===== src/rtl/rxf_pkg.sv =====
package rxf_pkg;
    localparam logic [31:0] CRC_POLY   = 32'hEDB8_8320;
    localparam logic [31:0] CRC_PRESET = 32'hFFFF_FFFF;

    typedef enum logic [1:0] {
        ML_IDLE,
        ML_CLEAR,
        ML_LOAD
    } ml_state_t;

    typedef enum logic {
        FC_IDLE,
        FC_COLLECT
    } fc_state_t;

    typedef struct packed {
        logic accept;
        logic group;
    } verdict_t;
endpackage


===== src/rtl/rxf_crc_step.sv =====
module rxf_crc_step
    import rxf_pkg::*;
#(
    parameter int DATA_W = 8
) (
    input  logic [31:0]       crc_i,
    input  logic [DATA_W-1:0] data_i,
    output logic [31:0]       crc_o
);
    logic [31:0] stage [0:DATA_W];

    assign stage[0] = crc_i;

    // one reflected shift per data bit, lsb first
    generate
        for (genvar b = 0; b < DATA_W; b++) begin : g_bit
            logic fb;
            assign fb = stage[b][0] ^ data_i[b];
            assign stage[b+1] = {1'b0, stage[b][31:1]} ^ (fb ? CRC_POLY : 32'h0);
        end
    endgenerate

    assign crc_o = stage[DATA_W];
endmodule


===== src/rtl/rxf_hash_loader.sv =====
module rxf_hash_loader
    import rxf_pkg::*;
#(
    parameter int ADDR_BYTES  = 6,
    parameter int HASH_BITS   = 6,
    parameter int MAX_ENTRIES = 64,
    parameter int LEN_W       = 16
) (
    input  logic                        clk,
    input  logic                        rst_n,
    input  logic                        start_i,
    input  logic [LEN_W-1:0]            len_i,
    input  logic                        byte_valid_i,
    input  logic [7:0]                  byte_i,
    output logic                        busy_o,
    output logic [(1<<HASH_BITS)-1:0]   table_o
);
    localparam int TABLE_SIZE = 1 << HASH_BITS;
    localparam int CNT_W      = $clog2(MAX_ENTRIES + 1);
    localparam int IDX_W      = $clog2(ADDR_BYTES + 1);

    ml_state_t              state_q, state_d;
    logic [CNT_W-1:0]       target_q, ent_q, target_d;
    logic [IDX_W-1:0]       bidx_q;
    logic [31:0]            crc_q, crc_next;
    logic [TABLE_SIZE-1:0]  table_q;
    logic [LEN_W-1:0]       raw_cnt;
    logic                   entry_done, list_done;
    logic [HASH_BITS-1:0]   hash;

    rxf_crc_step #(.DATA_W(8)) u_crc (
        .crc_i  (crc_q),
        .data_i (byte_i),
        .crc_o  (crc_next)
    );

    assign raw_cnt    = LEN_W'(len_i / LEN_W'(ADDR_BYTES));
    assign target_d   = (raw_cnt > LEN_W'(MAX_ENTRIES)) ? CNT_W'(MAX_ENTRIES)
                                                        : CNT_W'(raw_cnt);
    assign hash       = crc_next[HASH_BITS+1:2];
    assign entry_done = byte_valid_i && (bidx_q == IDX_W'(ADDR_BYTES - 1));
    assign list_done  = entry_done && (CNT_W'(ent_q + 1'b1) == target_q);

    // state register
    always_ff @(posedge clk or negedge rst_n) begin
        if (!rst_n) state_q <= ML_IDLE;
        else        state_q <= state_d;
    end

    // transitions
    always_comb begin
        state_d = state_q;
        unique case (state_q)
            ML_IDLE:  if (start_i) state_d = ML_CLEAR;
            ML_CLEAR: state_d = (target_q == '0) ? ML_IDLE : ML_LOAD;
            ML_LOAD:  if (list_done) state_d = ML_IDLE;
            default:  state_d = ML_IDLE;
        endcase
    end

    // datapath
    always_ff @(posedge clk or negedge rst_n) begin
        if (!rst_n) begin
            target_q <= '0;
            ent_q    <= '0;
            bidx_q   <= '0;
            crc_q    <= CRC_PRESET;
            table_q  <= '0;
        end else begin
            unique case (state_q)
                ML_IDLE: begin
                    if (start_i) begin
                        target_q <= target_d;
                        ent_q    <= '0;
                        bidx_q   <= '0;
                        crc_q    <= CRC_PRESET;
                    end
                end
                ML_CLEAR: table_q <= '0;
                ML_LOAD: begin
                    if (byte_valid_i) begin
                        if (entry_done) begin
                            table_q[hash] <= 1'b1;
                            ent_q         <= CNT_W'(ent_q + 1'b1);
                            bidx_q        <= '0;
                            crc_q         <= CRC_PRESET;
                        end else begin
                            bidx_q <= IDX_W'(bidx_q + 1'b1);
                            crc_q  <= crc_next;
                        end
                    end
                end
                default: ;
            endcase
        end
    end

    // outputs
    always_comb begin
        busy_o  = (state_q != ML_IDLE);
        table_o = table_q;
    end


    clear_wipes_table_chk: assert property (@(posedge clk) disable iff (!rst_n)
        (state_q == ML_CLEAR) |=> (table_q == '0));

    entry_cap_chk: assert property (@(posedge clk) disable iff (!rst_n)
        (ent_q <= target_q) && (target_q <= CNT_W'(MAX_ENTRIES)));

    start_sets_busy_chk: assert property (@(posedge clk) disable iff (!rst_n)
        (start_i && !busy_o) |=> busy_o);
endmodule


===== src/rtl/rxf_frame_check.sv =====
module rxf_frame_check
    import rxf_pkg::*;
#(
    parameter int ADDR_BYTES = 6,
    parameter int HASH_BITS  = 6,
    parameter int LEN_W      = 16
) (
    input  logic                         clk,
    input  logic                         rst_n,
    input  logic                         byte_valid_i,
    input  logic                         sof_i,
    input  logic [7:0]                   byte_i,
    input  logic [LEN_W-1:0]             len_i,
    input  logic [7:0]                   min_len_i,
    input  logic [7:0]                   rx_mode_i,
    input  logic [7:0]                   mc_mode_i,
    input  logic                         rx_suspended_i,
    input  logic                         link_up_i,
    input  logic [8*ADDR_BYTES-1:0]      station_i,
    input  logic [(1<<HASH_BITS)-1:0]    table_i,
    output logic                         dec_valid_o,
    output logic                         accept_o,
    output logic                         group_o
);
    localparam int ADDR_W = 8 * ADDR_BYTES;
    localparam int IDX_W  = $clog2(ADDR_BYTES + 1);

    fc_state_t            state_q, state_d;
    logic [IDX_W-1:0]     idx_q, widx;
    logic [ADDR_W-1:0]    addr_q, dest;
    logic [31:0]          crc_q, crc_in, crc_next;
    logic                 take, last_byte;
    logic                 gate_ok, len_ok, is_bcast, is_mcast;
    logic [HASH_BITS-1:0] hash;
    verdict_t             verdict, verdict_q;
    logic                 dec_valid_q;
    logic                 unused_mode_bits;

    assign unused_mode_bits = ^{rx_mode_i[7:2], mc_mode_i[7:6], mc_mode_i[4:0]};

    assign crc_in = sof_i ? CRC_PRESET : crc_q;

    rxf_crc_step #(.DATA_W(8)) u_crc (
        .crc_i  (crc_in),
        .data_i (byte_i),
        .crc_o  (crc_next)
    );

    assign take      = byte_valid_i && (sof_i || state_q == FC_COLLECT);
    assign widx      = sof_i ? '0 : idx_q;
    assign last_byte = take && (widx == IDX_W'(ADDR_BYTES - 1));

    // destination as it stands once the current byte is included
    always_comb begin
        dest = addr_q;
        dest[8*(ADDR_BYTES-1) +: 8] = byte_i;
    end

    assign gate_ok  = !rx_suspended_i && link_up_i;
    assign len_ok   = (len_i >= LEN_W'(min_len_i));
    assign is_bcast = &dest;
    assign is_mcast = dest[0];
    assign hash     = crc_next[HASH_BITS+1:2];

    always_comb begin
        verdict = '0;
        if (gate_ok && len_ok) begin
            if (rx_mode_i[0]) begin
                verdict.accept = 1'b1;
            end else if (is_bcast) begin
                if (!rx_mode_i[1]) verdict = '{accept: 1'b1, group: 1'b1};
            end else if (is_mcast) begin
                if (mc_mode_i[5] && table_i[hash])
                    verdict = '{accept: 1'b1, group: 1'b1};
            end else if (dest == station_i) begin
                verdict.accept = 1'b1;
            end
        end
    end

    // state register
    always_ff @(posedge clk or negedge rst_n) begin
        if (!rst_n) state_q <= FC_IDLE;
        else        state_q <= state_d;
    end

    // transitions
    always_comb begin
        state_d = state_q;
        unique case (state_q)
            FC_IDLE:    if (byte_valid_i && sof_i)
                            state_d = last_byte ? FC_IDLE : FC_COLLECT;
            FC_COLLECT: if (last_byte) state_d = FC_IDLE;
            default:    state_d = FC_IDLE;
        endcase
    end

    // address and crc collection
    always_ff @(posedge clk or negedge rst_n) begin
        if (!rst_n) begin
            idx_q  <= '0;
            addr_q <= '0;
            crc_q  <= CRC_PRESET;
        end else if (take) begin
            addr_q[8*widx +: 8] <= byte_i;
            crc_q               <= crc_next;
            idx_q               <= IDX_W'(widx + 1'b1);
        end
    end

    // registered verdict
    always_ff @(posedge clk or negedge rst_n) begin
        if (!rst_n) begin
            dec_valid_q <= 1'b0;
            verdict_q   <= '0;
        end else begin
            dec_valid_q <= last_byte;
            if (last_byte) verdict_q <= verdict;
        end
    end

    always_comb begin
        dec_valid_o = dec_valid_q;
        accept_o    = verdict_q.accept;
        group_o     = verdict_q.group;
    end


    verdict_latency_chk: assert property (@(posedge clk) disable iff (!rst_n)
        last_byte |=> dec_valid_o);

    no_spurious_valid_chk: assert property (@(posedge clk) disable iff (!rst_n)
        dec_valid_o |-> $past(last_byte));

    gate_reject_chk: assert property (@(posedge clk) disable iff (!rst_n)
        (last_byte && (rx_suspended_i || !link_up_i)) |=> !accept_o);

    short_reject_chk: assert property (@(posedge clk) disable iff (!rst_n)
        (last_byte && (len_i < LEN_W'(min_len_i))) |=> !accept_o);

    promisc_accept_chk: assert property (@(posedge clk) disable iff (!rst_n)
        (last_byte && gate_ok && len_ok && rx_mode_i[0]) |=> (accept_o && !group_o));

    bcast_disable_chk: assert property (@(posedge clk) disable iff (!rst_n)
        (last_byte && is_bcast && !rx_mode_i[0] && rx_mode_i[1]) |=> !accept_o);

    group_needs_accept_chk: assert property (@(posedge clk) disable iff (!rst_n)
        group_o |-> accept_o);

    unicast_mismatch_chk: assert property (@(posedge clk) disable iff (!rst_n)
        (last_byte && !rx_mode_i[0] && !is_mcast && (dest != station_i)) |=> !accept_o);
endmodule


===== src/rtl/rx_addr_filter.sv =====
module rx_addr_filter
    import rxf_pkg::*;
#(
    parameter int ADDR_BYTES  = 6,
    parameter int HASH_BITS   = 6,
    parameter int MAX_ENTRIES = 64,
    parameter int LEN_W       = 16
) (
    input  logic                    clk,
    input  logic                    rst_n,
    input  logic                    sta_load_i,
    input  logic [8*ADDR_BYTES-1:0] sta_addr_i,
    input  logic                    ml_start_i,
    input  logic [LEN_W-1:0]        ml_len_i,
    input  logic                    ml_byte_valid_i,
    input  logic [7:0]              ml_byte_i,
    output logic                    ml_busy_o,
    input  logic [7:0]              rx_mode_i,
    input  logic [7:0]              mc_mode_i,
    input  logic [7:0]              min_len_i,
    input  logic                    rx_suspended_i,
    input  logic                    link_up_i,
    input  logic                    fr_valid_i,
    input  logic                    fr_sof_i,
    input  logic [7:0]              fr_byte_i,
    input  logic [LEN_W-1:0]        fr_len_i,
    output logic                    dec_valid_o,
    output logic                    accept_o,
    output logic                    group_o
);
    localparam int ADDR_W     = 8 * ADDR_BYTES;
    localparam int TABLE_SIZE = 1 << HASH_BITS;

    logic [ADDR_W-1:0]     station_q;
    logic [TABLE_SIZE-1:0] hash_table;

    always_ff @(posedge clk or negedge rst_n) begin
        if (!rst_n)          station_q <= '0;
        else if (sta_load_i) station_q <= sta_addr_i;
    end

    rxf_hash_loader #(
        .ADDR_BYTES  (ADDR_BYTES),
        .HASH_BITS   (HASH_BITS),
        .MAX_ENTRIES (MAX_ENTRIES),
        .LEN_W       (LEN_W)
    ) u_loader (
        .clk          (clk),
        .rst_n        (rst_n),
        .start_i      (ml_start_i),
        .len_i        (ml_len_i),
        .byte_valid_i (ml_byte_valid_i),
        .byte_i       (ml_byte_i),
        .busy_o       (ml_busy_o),
        .table_o      (hash_table)
    );

    rxf_frame_check #(
        .ADDR_BYTES (ADDR_BYTES),
        .HASH_BITS  (HASH_BITS),
        .LEN_W      (LEN_W)
    ) u_check (
        .clk            (clk),
        .rst_n          (rst_n),
        .byte_valid_i   (fr_valid_i),
        .sof_i          (fr_sof_i),
        .byte_i         (fr_byte_i),
        .len_i          (fr_len_i),
        .min_len_i      (min_len_i),
        .rx_mode_i      (rx_mode_i),
        .mc_mode_i      (mc_mode_i),
        .rx_suspended_i (rx_suspended_i),
        .link_up_i      (link_up_i),
        .station_i      (station_q),
        .table_i        (hash_table),
        .dec_valid_o    (dec_valid_o),
        .accept_o       (accept_o),
        .group_o        (group_o)
    );
endmodule


===== config.mk =====
export PLATFORM = sky130hd
export DESIGN_NAME = rx_addr_filter
export DESIGN_NICKNAME = d
export VERILOG_FILES = /design/src/rtl/rxf_pkg.sv /design/src/rtl/rxf_crc_step.sv /design/src/rtl/rxf_hash_loader.sv /design/src/rtl/rxf_frame_check.sv /design/src/rtl/rx_addr_filter.sv
export SDC_FILE = /design/constraint.sdc
export NUM_CORES = 1
export LEC_CHECK = 0
export ABC_AREA = 1
export BUFFER_PORTS_ARGS = -buffer_cell sky130_fd_sc_hd__buf_2
export CAP_MARGIN = 10
export CORE_MARGIN = 8
export CORE_UTILIZATION = 62
export CTS_BUF_LIST = sky130_fd_sc_hd__clkbuf_8
export DETAILED_ROUTE_END_ITERATION = 6
export PLACE_DENSITY_LB_ADDON = 0.3
export SYNTH_ARGS = -nofsm -noshare
export SYNTH_HDL_FRONTEND = slang
export SYNTH_SLANG_ARGS = --single-unit
export TNS_END_PERCENT = 30

===== constraint.sdc =====
create_clock -name clk -period 3.4 [get_ports clk]
set_clock_uncertainty 0.05 [all_clocks]
set_input_delay 0 -clock clk [delete_from_list [all_inputs] [get_ports clk]]
set_output_delay 0 -clock clk [all_outputs]
set_load 0.02 [all_outputs]

==> results of run 1 <==
## per-layer routing
| metal | GRT usage, % | vias up |
|---|---|---|
| li1 | - | 5526 |
| met1 | 34.4 | 5584 |
| met2 | 46.4 | 513 |
| met3 | 4.91 | 125 |
| met4 | 11.2 | 0 |
| met5 | 0 | - |
## stage by stage
stage          util [%]  TNS (ns)
5_1_grt            77.1    -0.613
3_5_place_dp       68.6         0
2_1_floorplan         -         0
3_3_place_gp       68.6         0
6_report           77.1   -0.0539
4_1_cts            76.9         0
## where the power goes
group | internal, mW | switching [mW]
combinational | 2.99 | 4.43
clock | 1.48 | 1.23
sequential | 4.09 | 0.718
total | 8.57 | 6.38
## worst paths after layout
check / from / to / slack [ns] / cells after the start
hold reg to reg: u_check.crc_q[30] / u_check.crc_q[30] / 0.42 / 2
setup reg to reg: u_check.crc_q[1] / u_check.accept_o / 0.15 / 16
hold / removal: sta_load_i / station_q[26] / 0.02 / 3
min in group asynchronous: rst_n / u_loader.table_o[47] / 0.07 / 2
setup / recovery: ml_len_i[15] / u_loader.target_q[0] / -0.05 / 36
max in group asynchronous: rst_n / u_loader.crc_q[30] / 2.25 / 3
## what timing repair did
item	in CTS	in global routing
buffers inserted	0	3
hold endpoints to repair	200	0
hold buffers	89	0
setup endpoints to repair	0	5
gates resized for setup	0	4
## worst max-delay path: cells and delay by family
family,cells,cell delay [ns]
AOI/OAI and AO/OA,5,0.70
buffers and inverters,5,0.87
and+or+nand+nor,26,2.23
## state kept, by name, indices dropped and copies added (netlist names)
name	count
u_check.addr_q	40
u_loader.target_q	7
station_q	48
u_check.accept_o	1
u_loader.crc_q	32
u_loader.bidx_q	3
u_loader.ent_q	7
u_check.dec_valid_o	1
u_check.idx_q	3
u_loader.state_q	2
u_check.crc_q	32
u_loader.table_o	64
u_check.state_q	1
u_check.group_o	1
## area by class of cell
cell class / count / share of cell area [%]
clock buffers: 46 / 3.93
repair buffers: 261 / 12.0
multi-input cells: 1069 / 38.7
inverters: 159 / 3.71
flip-flops and latches: 242 / 38.1
clock inverters: 31 / 1.35
well taps: 275 / 2.14
diodes: 1 / 0.0155
## cells in the mapped netlist (5+ instances only)
cell type / number / area share, %
nand2_1: 259 / 7.4
nor2_1: 160 / 4.6
a21oi_1: 106 / 4.0
o21ai_2: 5 / 0.33
nand2_2: 13 / 0.62
o2111ai_1: 7 / 0.47
nor3_1: 5 / 0.19
inv_2: 8 / 0.23
clkbuf_1: 37 / 1.1
o211ai_1: 13 / 0.74
dfrtp_1: 178 / 34
o21ai_1: 7 / 0.27
mux2_2: 25 / 2.1
nand3_1: 51 / 1.9
nand4_1: 19 / 0.90
o21ai_0: 122 / 4.6
inv_1: 149 / 4.3
xnor2_1: 56 / 3.7
o22ai_1: 31 / 1.5
o21a_1: 8 / 0.46
or2_2: 8 / 0.38
ha_1: 15 / 1.4
nor4_1: 11 / 0.52
dfstp_2: 64 / 13
xor2_1: 90 / 6.0
nand3_2: 7 / 0.53
## cell families after synthesis
logic type | Yosys count | synth area share (%)
AOI/OAI and AO/OA | 327 | 14.4
xor gates and xnor gates | 157 | 11.4
adders and majority gates | 15 | 1.43
buffers and inverters | 206 | 6.04
DFF | 242 | 46.7
muxes | 25 | 2.14
and+or+nand+nor | 545 | 17.9
==> impl_metrics.env, run 1 <==
export IMPL_syn_nets=1661
export IMPL_yosys_warnings=0
export IMPL_crit_top_cell="nand2_1"
export IMPL_synth_edff_count=0
export IMPL_dp_hpwl_um=23400
export IMPL_slew_limit_headroom_pct=38.7
export IMPL_fp_coreArea_um2=20900
export IMPL_yosysUniqueCellTypes=56
export IMPL_viasPerCell=5.64
export IMPL_worst_pin_slew_ns=0.917
export IMPL_num_nets_final=1919
export IMPL_wl_met3_um=2630
export IMPL_portBuffers=118
export IMPL_synth_cells=1517
export IMPL_area_growth_syn_to_layout_pct=22.5
export IMPL_route_antenna_remaining_nets=0
export IMPL_layout_commonest_cell="nand2_1"
export IMPL_place_area_um2=14300
export IMPL_crit_path_end_kind="register"
export IMPL_peakVddDrop_mv=0.532
export IMPL_final_hold_viol_count=0
export IMPL_antenna_found_initial=0
export IMPL_postLayoutSetupSlackWorst_ns=-0.0539
export IMPL_die_area_um2=26100
export IMPL_first_pass_iters=7
export IMPL_clk_latency_ns=0.56
export IMPL_gp_congestion=0.954
export IMPL_power_mw=14.9
export IMPL_synthArstFlopShare_pct=100
export IMPL_violations="design-rule violations, negative setup slack"
export IMPL_critPathSlowestCell="dlygate4sd3_1"
export IMPL_cts_root_buf="clkbuf_8"
export IMPL_multi_input_area_um2=6240
export IMPL_fp_dieW_um=162
export IMPL_rows=53
export IMPL_synth_main_ff_cell="dfrtp_1"
export IMPL_syn_cell_area_um2=13100
export IMPL_grt_pass1_vias=11900
export IMPL_htree_num_levels=2
export IMPL_finalWirelength_um=35700
export IMPL_grt_max_degree=117
export IMPL_max_stage_delay_ns=0.54
export IMPL_finalCritPeriodShare_pct=102
export IMPL_drc=4
export IMPL_cts_tree="built"
export IMPL_leakage_nw=7.70
export IMPL_fmax_mhz=290
export IMPL_dpl_worst_slack_ns=0.0389
export IMPL_maxCapViolCount=0
export IMPL_path_max_fanout=4
export IMPL_synth_seq_area_share_pct=46.7
export IMPL_path_clk_slew_ns=0.07
export IMPL_crit_arrival_ns=3.83
export IMPL_ys_seq_elements=242
export IMPL_grt_ovfl_total=0
export IMPL_rsz0062_at_grt="true"
export IMPL_worst_hold_slack_ns=0.0164
export IMPL_drive_above_1_share_pct=21.3
export IMPL_dieHeight_um=162
export IMPL_cellPowerDensity_nw_per_um2=928
export IMPL_vias=11700
export IMPL_fin_area_um2=16100
export IMPL_worstPathRequired_ns=3.78
export IMPL_hold_path_class="in -> reg"
export IMPL_nFillCells=1436
export IMPL_mostFrequentLayoutCells="nand2_1 (258), dfrtp_1 (178), inv_1 (167)"
export IMPL_met1_length_um=14100
export IMPL_wl_per_cell_um=17.1
export IMPL_start_util_pct=62.9
export IMPL_final_cells=2084
export IMPL_drt_initial_drc_count=1081
export IMPL_cts_buffer_depth=3
export IMPL_status="finished with violations"
export IMPL_clkSinkCount=242
export IMPL_drv_slew=0
export IMPL_cts_made_buffers=42
export IMPL_highest_layer="met4"
export IMPL_track_usage_pct=27.5
export IMPL_ioPinCount=133
export IMPL_worstSetupPathType="in -> reg"
export IMPL_seq_area_um2=6140
export IMPL_wl_met2_um=17800
export IMPL_synth_area_per_cell_um2=8.66
export IMPL_period_minus_slack_ns=3.45
export IMPL_critPathLaunchType="input port"
export IMPL_dp_cells=1915
export IMPL_setup_viol=1
export IMPL_grt_pass1_wl_um=58800
Power figures use the tool's default switching activity.
==> run 2, diff against run 1 <==
--- a/config.mk
+++ b/config.mk
@@ -8,7 +8,7 @@
 export ABC_AREA = 1
 export BUFFER_PORTS_ARGS = -buffer_cell sky130_fd_sc_hd__buf_2
 export CAP_MARGIN = 10
-export CORE_MARGIN = 8
+export CORE_MARGIN = 2
 export CORE_UTILIZATION = 62
 export CTS_BUF_LIST = sky130_fd_sc_hd__clkbuf_8
 export DETAILED_ROUTE_END_ITERATION = 6
==> constraint.sdc (replaced) <==
create_clock -name clk -period 3.4 [get_ports clk]
set_clock_uncertainty 0.05 [all_clocks]
set_input_delay 0.51 -clock clk [delete_from_list [all_inputs] [get_ports clk]]
set_output_delay 0.51 -clock clk [all_outputs]
set_load 0.02 [all_outputs]
==> run 2 against run 1 <==
  * The flow now finishes without violations
  * Hold slack better by 0.11 ns
  * Final area is 3.3% lower
  * Register-to-register slack gained 0.05 ns
  * Clock-buffer cell count up 6
  * Sequential power barely moved
  * Maximum frequency is 2.6% higher
  * Sequential share of layout area is 1.3 points higher
  * Clock power shrank 2%
  * Combinational power up 5.2%
  * Highest routed layer unchanged
==> impl_metrics.env, run 2 (synthesis results as in run 1) <==
export IMPL_status="finished, final reports clean"
export IMPL_final_cells=2031
export IMPL_antenna_found_initial=0
export IMPL_wl_per_cell_um=16.0
export IMPL_drc=0
export IMPL_hold_path_class="in -> reg"
export IMPL_leakage_nw=7.52
export IMPL_dpl_worst_slack_ns=-0.536
export IMPL_path_clk_slew_ns=0.06
export IMPL_cts_tree="built"
export IMPL_htree_num_levels=2
export IMPL_cts_made_buffers=41
export IMPL_timing_rr_end="u_check.accept_o"
export IMPL_crit_top_cell="nand2_1"
export IMPL_swShare_pct=41.9
export IMPL_fp_coreArea_um2=20900
export IMPL_grt_ovfl_total=0
export IMPL_max_stage_delay_ns=0.19
export IMPL_gp_congestion=0.920
export IMPL_grt_pass1_wl_um=53200
export IMPL_grt_max_degree=95
export IMPL_drt_initial_drc_count=731
export IMPL_critPathLaunchType="input port"
export IMPL_largest_reg_flops=64
export IMPL_worstSetupPathType="in -> reg"
export IMPL_worstPathRequired_ns=3.82
export IMPL_postLayoutSetupSlackWorst_ns=0.0351
export IMPL_finalWirelength_um=32500
export IMPL_drv_slew=0
export IMPL_final_hold_viol_count=0
export IMPL_r2r_start="u_check.crc_q[1]"
export IMPL_mostFrequentLayoutCells="nand2_1 (254), dfrtp_1 (178), inv_1 (162)"
export IMPL_peakVddDrop_mv=0.565
export IMPL_area_growth_syn_to_layout_pct=18.4
export IMPL_clkSinkCount=242
export IMPL_critPathSlowestCell="o21ai_2"
export IMPL_portBuffers=118
export IMPL_finalCritPeriodShare_pct=99.0
export IMPL_power_frac_clock_pct=17.4
export IMPL_fp_dieW_um=150
export IMPL_seqPwrFrac_pct=31.4
export IMPL_slew_limit_headroom_pct=35.9
export IMPL_route_antenna_remaining_nets=0
export IMPL_fmax_mhz=297
export IMPL_clk_latency_ns=0.55
export IMPL_hp_start="sta_addr_i[15]"
export IMPL_min_path_cells=3
export IMPL_num_nets_final=1868
export IMPL_dieHeight_um=150
export IMPL_rows=53
export IMPL_intPower_mw=8.87
export IMPL_vias=11300
export IMPL_cts_root_buf="clkbuf_8"
export IMPL_viasPerCell=5.57
export IMPL_drive_above_1_share_pct=25.1
export IMPL_period_minus_slack_ns=3.36
export IMPL_die_area_um2=22400
export IMPL_first_pass_iters=5
export IMPL_dp_cells=1954
export IMPL_maxCapViolCount=0
export IMPL_rrSetupSlack_ns=0.20
export IMPL_grt_pass1_vias=11200
export IMPL_rsz0062_at_grt="true"
export IMPL_track_usage_pct=29.6
export IMPL_pwr_share_comb_pct=51.2
export IMPL_start_util_pct=62.9
export IMPL_place_area_um2=14600
export IMPL_switchingPower_mw=6.39
export IMPL_hold_end="station_q[15]"
export IMPL_worst_pin_slew_ns=0.959
export IMPL_crit_arrival_ns=3.79
export IMPL_r2r_worst_path_cells=15
export IMPL_path_max_fanout=4
export IMPL_cellPowerDensity_nw_per_um2=981
export IMPL_num_antenna_cells=0
export IMPL_ioPinCount=133
export IMPL_cts_buffer_depth=3
export IMPL_nFillCells=1525
export IMPL_dp_hpwl_um=23200
export IMPL_setup_viol=0
export IMPL_fin_area_um2=15600
export IMPL_crit_path_end_kind="register"
export IMPL_layout_commonest_cell="nand2_1"
[run 2: cell types whose count changed in the layout (fill, tap and decap cells not counted), moves of 4 or more]
cell,delta
clkbuf_8,+6
inv_1,-5
nand3_1,-4
nand2_1,-4
buf_4,+37
nand2_2,+4
dlygate4sd3_1,-87
nand3_2,+4
[run 2: worst max path at each step]
stage | slack [ns] | to | cells after the start | startpoint
after floorplan | 0.06 | u_loader.target_q[2] | 34 | ml_len_i[14]
after global placement | -0.25 | u_loader.target_q[2] | 35 | ml_len_i[14]
after detailed placement | -0.54 | u_loader.target_q[2] | 33 | ml_len_i[14]
after CTS | 0.03 | u_loader.target_q[5] | 33 | ml_len_i[14]
after global routing | -0.28 | u_loader.target_q[0] | 32 | ml_len_i[14]
final | 0.04 | u_loader.target_q[0] | 36 | ml_len_i[14]
[run 2: area by class of cell]
class / instances / area (µm²) / area share, %
Sequential cell: 242 / 6140 / 39.4
Clock inverter: 23 / 129 / 0.828
Inverter: 159 / 602 / 3.87
Timing Repair Buffer: 211 / 1340 / 8.60
Clock buffer: 52 / 716 / 4.60
Tap cell: 275 / 344 / 2.21
Multi-Input combinational cell: 1069 / 6300 / 40.5
[run 2: power groups by stage]
stage | combinational (mW) | clock [mW] | sequential, mW
2_1_floorplan | 5.32 | 0 | 4.59
3_3_place_gp | 7.43 | 0 | 4.76
3_5_place_dp | 7.68 | 0 | 4.80
4_1_cts | 7.74 | 2.70 | 4.77
5_1_grt | 8.69 | 2.82 | 4.89
6_report | 7.82 | 2.66 | 4.79
[run 2: critical path: cells and delay by family]
kind,cells,cell delay (ns)
and+or+nand+nor,28,2.32
AOI/OAI and AO/OA,5,0.73
buffers and inverters,3,0.23
[run 2: metal layers]
metal	track usage, %	vias up	part of all wire (%)
met4	10.6	0	3.1
met1	38.9	5397	41
met2	49.2	402	48
li1	-	5424	-
met3	5.46	87	7.1
met5	0	-	0
[run 2: through the flow]
stage | hold WS [ns] | setup TNS (ns) | power, mW | util, %
2_1_floorplan | 0.164 | 0 | 9.91 | -
4_1_cts | 0.0980 | 0 | 15.2 | 74.1
5_1_grt | 0.113 | -1.19 | 16.4 | 74.5
3_3_place_gp | 0.408 | -1.20 | 12.2 | 70.0
6_report | 0.122 | 0 | 15.3 | 74.5
3_5_place_dp | 0.430 | -2.52 | 12.5 | 70.0
[run 2: repair_timing]
item	in CTS	in global routing
setup buffers	0	1
hold buffers	1	0
endpoints found under the hold margin	77	0
gates resized for setup	0	24
endpoints found under the setup margin	0	6
==> run 3, diff against run 2 <==
--- a/config.mk
+++ b/config.mk
@@ -9,7 +9,7 @@
 export BUFFER_PORTS_ARGS = -buffer_cell sky130_fd_sc_hd__buf_2
 export CAP_MARGIN = 10
 export CORE_MARGIN = 2
-export CORE_UTILIZATION = 62
+export CORE_UTILIZATION = 58
 export CTS_BUF_LIST = sky130_fd_sc_hd__clkbuf_8
 export DETAILED_ROUTE_END_ITERATION = 6
 export PLACE_DENSITY_LB_ADDON = 0.3
==> run 3 against run 2 <==
  * The flow now finishes with violations (negative setup slack)
  * Die area is 6.7% higher
  * Wire length is 4.6% higher
  * Clock power is 3% higher
  * Worst setup slack worse by 0.13 ns
  * Utilization is 3.3 points lower
  * Final area is 2.6% higher
  * Power is 1.2% higher
  * Critical path type unchanged
  * Largest cell class unchanged
  * Largest power group unchanged
==> impl_metrics.env, run 3 (synthesis results as in run 1) <==
export IMPL_largest_reg_flops=64
export IMPL_portBuffers=118
export IMPL_drive_above_1_share_pct=27.1
export IMPL_seq_area_um2=6140
export IMPL_postLayoutSetupSlackWorst_ns=-0.0985
export IMPL_fp_dieW_um=155
export IMPL_grt_ovfl_total=0
export IMPL_htree_num_levels=2
export IMPL_vias=11400
export IMPL_layout_commonest_cell="nand2_1"
export IMPL_rrSetupSlack_ns=0.18
export IMPL_worstSetupPathType="in -> reg"
export IMPL_grt_pass1_wl_um=54000
export IMPL_period_minus_slack_ns=3.50
export IMPL_startpoint="ml_len_i[13]"
export IMPL_grt_max_degree=81
export IMPL_dieHeight_um=155
export IMPL_hold_path_class="in -> reg"
export IMPL_peakVddDrop_mv=0.490
export IMPL_r2r_start="u_check.crc_q[0]"
export IMPL_track_usage_pct=27.9
export IMPL_fmax_mhz=286
export IMPL_crit_arrival_ns=3.94
export IMPL_drt_initial_drc_count=848
export IMPL_start_util_pct=58.6
export IMPL_worst_pin_slew_ns=0.915
export IMPL_first_pass_iters=5
export IMPL_fp_coreArea_um2=22400
export IMPL_leakage_nw=7.65
export IMPL_drc=0
export IMPL_gp_congestion=0.936
export IMPL_critPathLaunchType="input port"
export IMPL_final_hold_viol_count=0
export IMPL_cellPowerDensity_nw_per_um2=967
export IMPL_finalCritPeriodShare_pct=103
export IMPL_wl_per_cell_um=16.6
export IMPL_path_clk_slew_ns=0.06
export IMPL_finalWirelength_um=34000
export IMPL_crit_path_end_kind="register"
export IMPL_ioPinCount=133
export IMPL_path_buf_inv=5
export IMPL_place_area_um2=14700
export IMPL_area_growth_syn_to_layout_pct=21.5
export IMPL_setup_viol=4
export IMPL_cts_tree="built"
export IMPL_final_cells=2053
export IMPL_critPathSlowestCell="o21ai_2"
export IMPL_fin_area_um2=16000
export IMPL_clk_latency_ns=0.56
export IMPL_rsz0062_at_grt="true"
export IMPL_antenna_found_initial=1
export IMPL_grt_pass1_vias=11000
export IMPL_worstPathRequired_ns=3.84
export IMPL_cts_buffer_depth=3
export IMPL_num_antenna_cells=0
export IMPL_max_stage_delay_ns=0.19
export IMPL_violations="negative setup slack"
export IMPL_status="finished with violations"
export IMPL_mostFrequentLayoutCells="nand2_1 (244), dfrtp_1 (178), nor2_1 (158)"
export IMPL_dp_hpwl_um=23400
export IMPL_maxCapViolCount=0
export IMPL_critPathTopFamily="simple AND/OR/NAND/NOR gates"
export IMPL_nFillCells=1738
export IMPL_path_max_fanout=4
export IMPL_clkSinkCount=242
export IMPL_die_area_um2=23900
export IMPL_rows=55
export IMPL_dp_cells=1965
export IMPL_slew_limit_headroom_pct=38.8
export IMPL_viasPerCell=5.56
export IMPL_hp_start="rx_mode_i[0]"
export IMPL_route_antenna_remaining_nets=0
export IMPL_drv_slew=0
export IMPL_num_nets_final=1880
export IMPL_cts_root_buf="clkbuf_8"
export IMPL_cts_made_buffers=41
export IMPL_multi_input_area_um2=6490
## run 3: layout make-up
| type | count | share of cell area (%) |
|---|---|---|
| clock buffer | 55 | 4.74 |
| clock inverter | 20 | 0.752 |
| inverter | 159 | 3.93 |
| multi-input combinational | 1069 | 40.6 |
| sequential | 242 | 38.4 |
| tap | 285 | 2.23 |
| timing repair buffer | 223 | 9.28 |
## run 3: worst reg2reg max path: cells and delay by family, from the launching register on
kind	cells	cell delay [ns]
AND/OR/NAND/NOR	7	0.89
AO/OA/AOI/OAI	4	0.75
flip-flops	1	0.56
XOR/XNOR	2	0.38
multiplexers	1	0.29
buffers and inverters	2	0.21
## run 3: what timing repair did
action	4_1_cts	5_1_grt
gates resized for setup	0	84
buffers inserted	0	12
hold endpoints to repair	47	0
hold buffers	1	0
endpoints found under the setup margin	0	7
## run 3: final timing paths
| path | endpoint | cells after the start |
|---|---|---|
| hold / removal | u_check.group_o | 2 |
| setup reg to reg | u_check.accept_o | 16 |
| setup / recovery | u_loader.target_q[0] | 34 |
| max in group asynchronous | u_loader.crc_q[21] | 3 |
| hold reg to reg | u_check.crc_q[30] | 2 |
| min in group asynchronous | u_loader.table_o[44] | 2 |
## run 3: through the flow
stage	setup slack (ns)	setup TNS (ns)	utilization [%]	total power [mW]	hold slack [ns]
3_5_place_dp	-0.489	-2.50	65.3	12.5	0.410
5_1_grt	-0.288	-1.24	71.2	16.5	0.110
6_report	-0.0985	-0.233	71.2	15.4	0.115
2_1_floorplan	0.0621	0	-	9.91	0.164
3_3_place_gp	-0.250	-1.23	65.3	12.2	0.409
4_1_cts	0.0724	0	69.3	15.3	0.0891
## run 3: metal layers
layer | wire, µm | vias to the layer above | track usage (%)
met5 | 0 | - | 0
met4 | 801 | 0 | 8.77
met3 | 2010 | 77 | 4.01
met2 | 16600 | 407 | 46.0
met1 | 14500 | 5476 | 38.5
li1 | - | 5459 | -
## run 3: power by group
part | switching (mW) | internal, mW
logic | 4.53 | 3.39
registers | 0.705 | 4.09
clock network | 1.20 | 1.53
total | 6.44 | 9.00
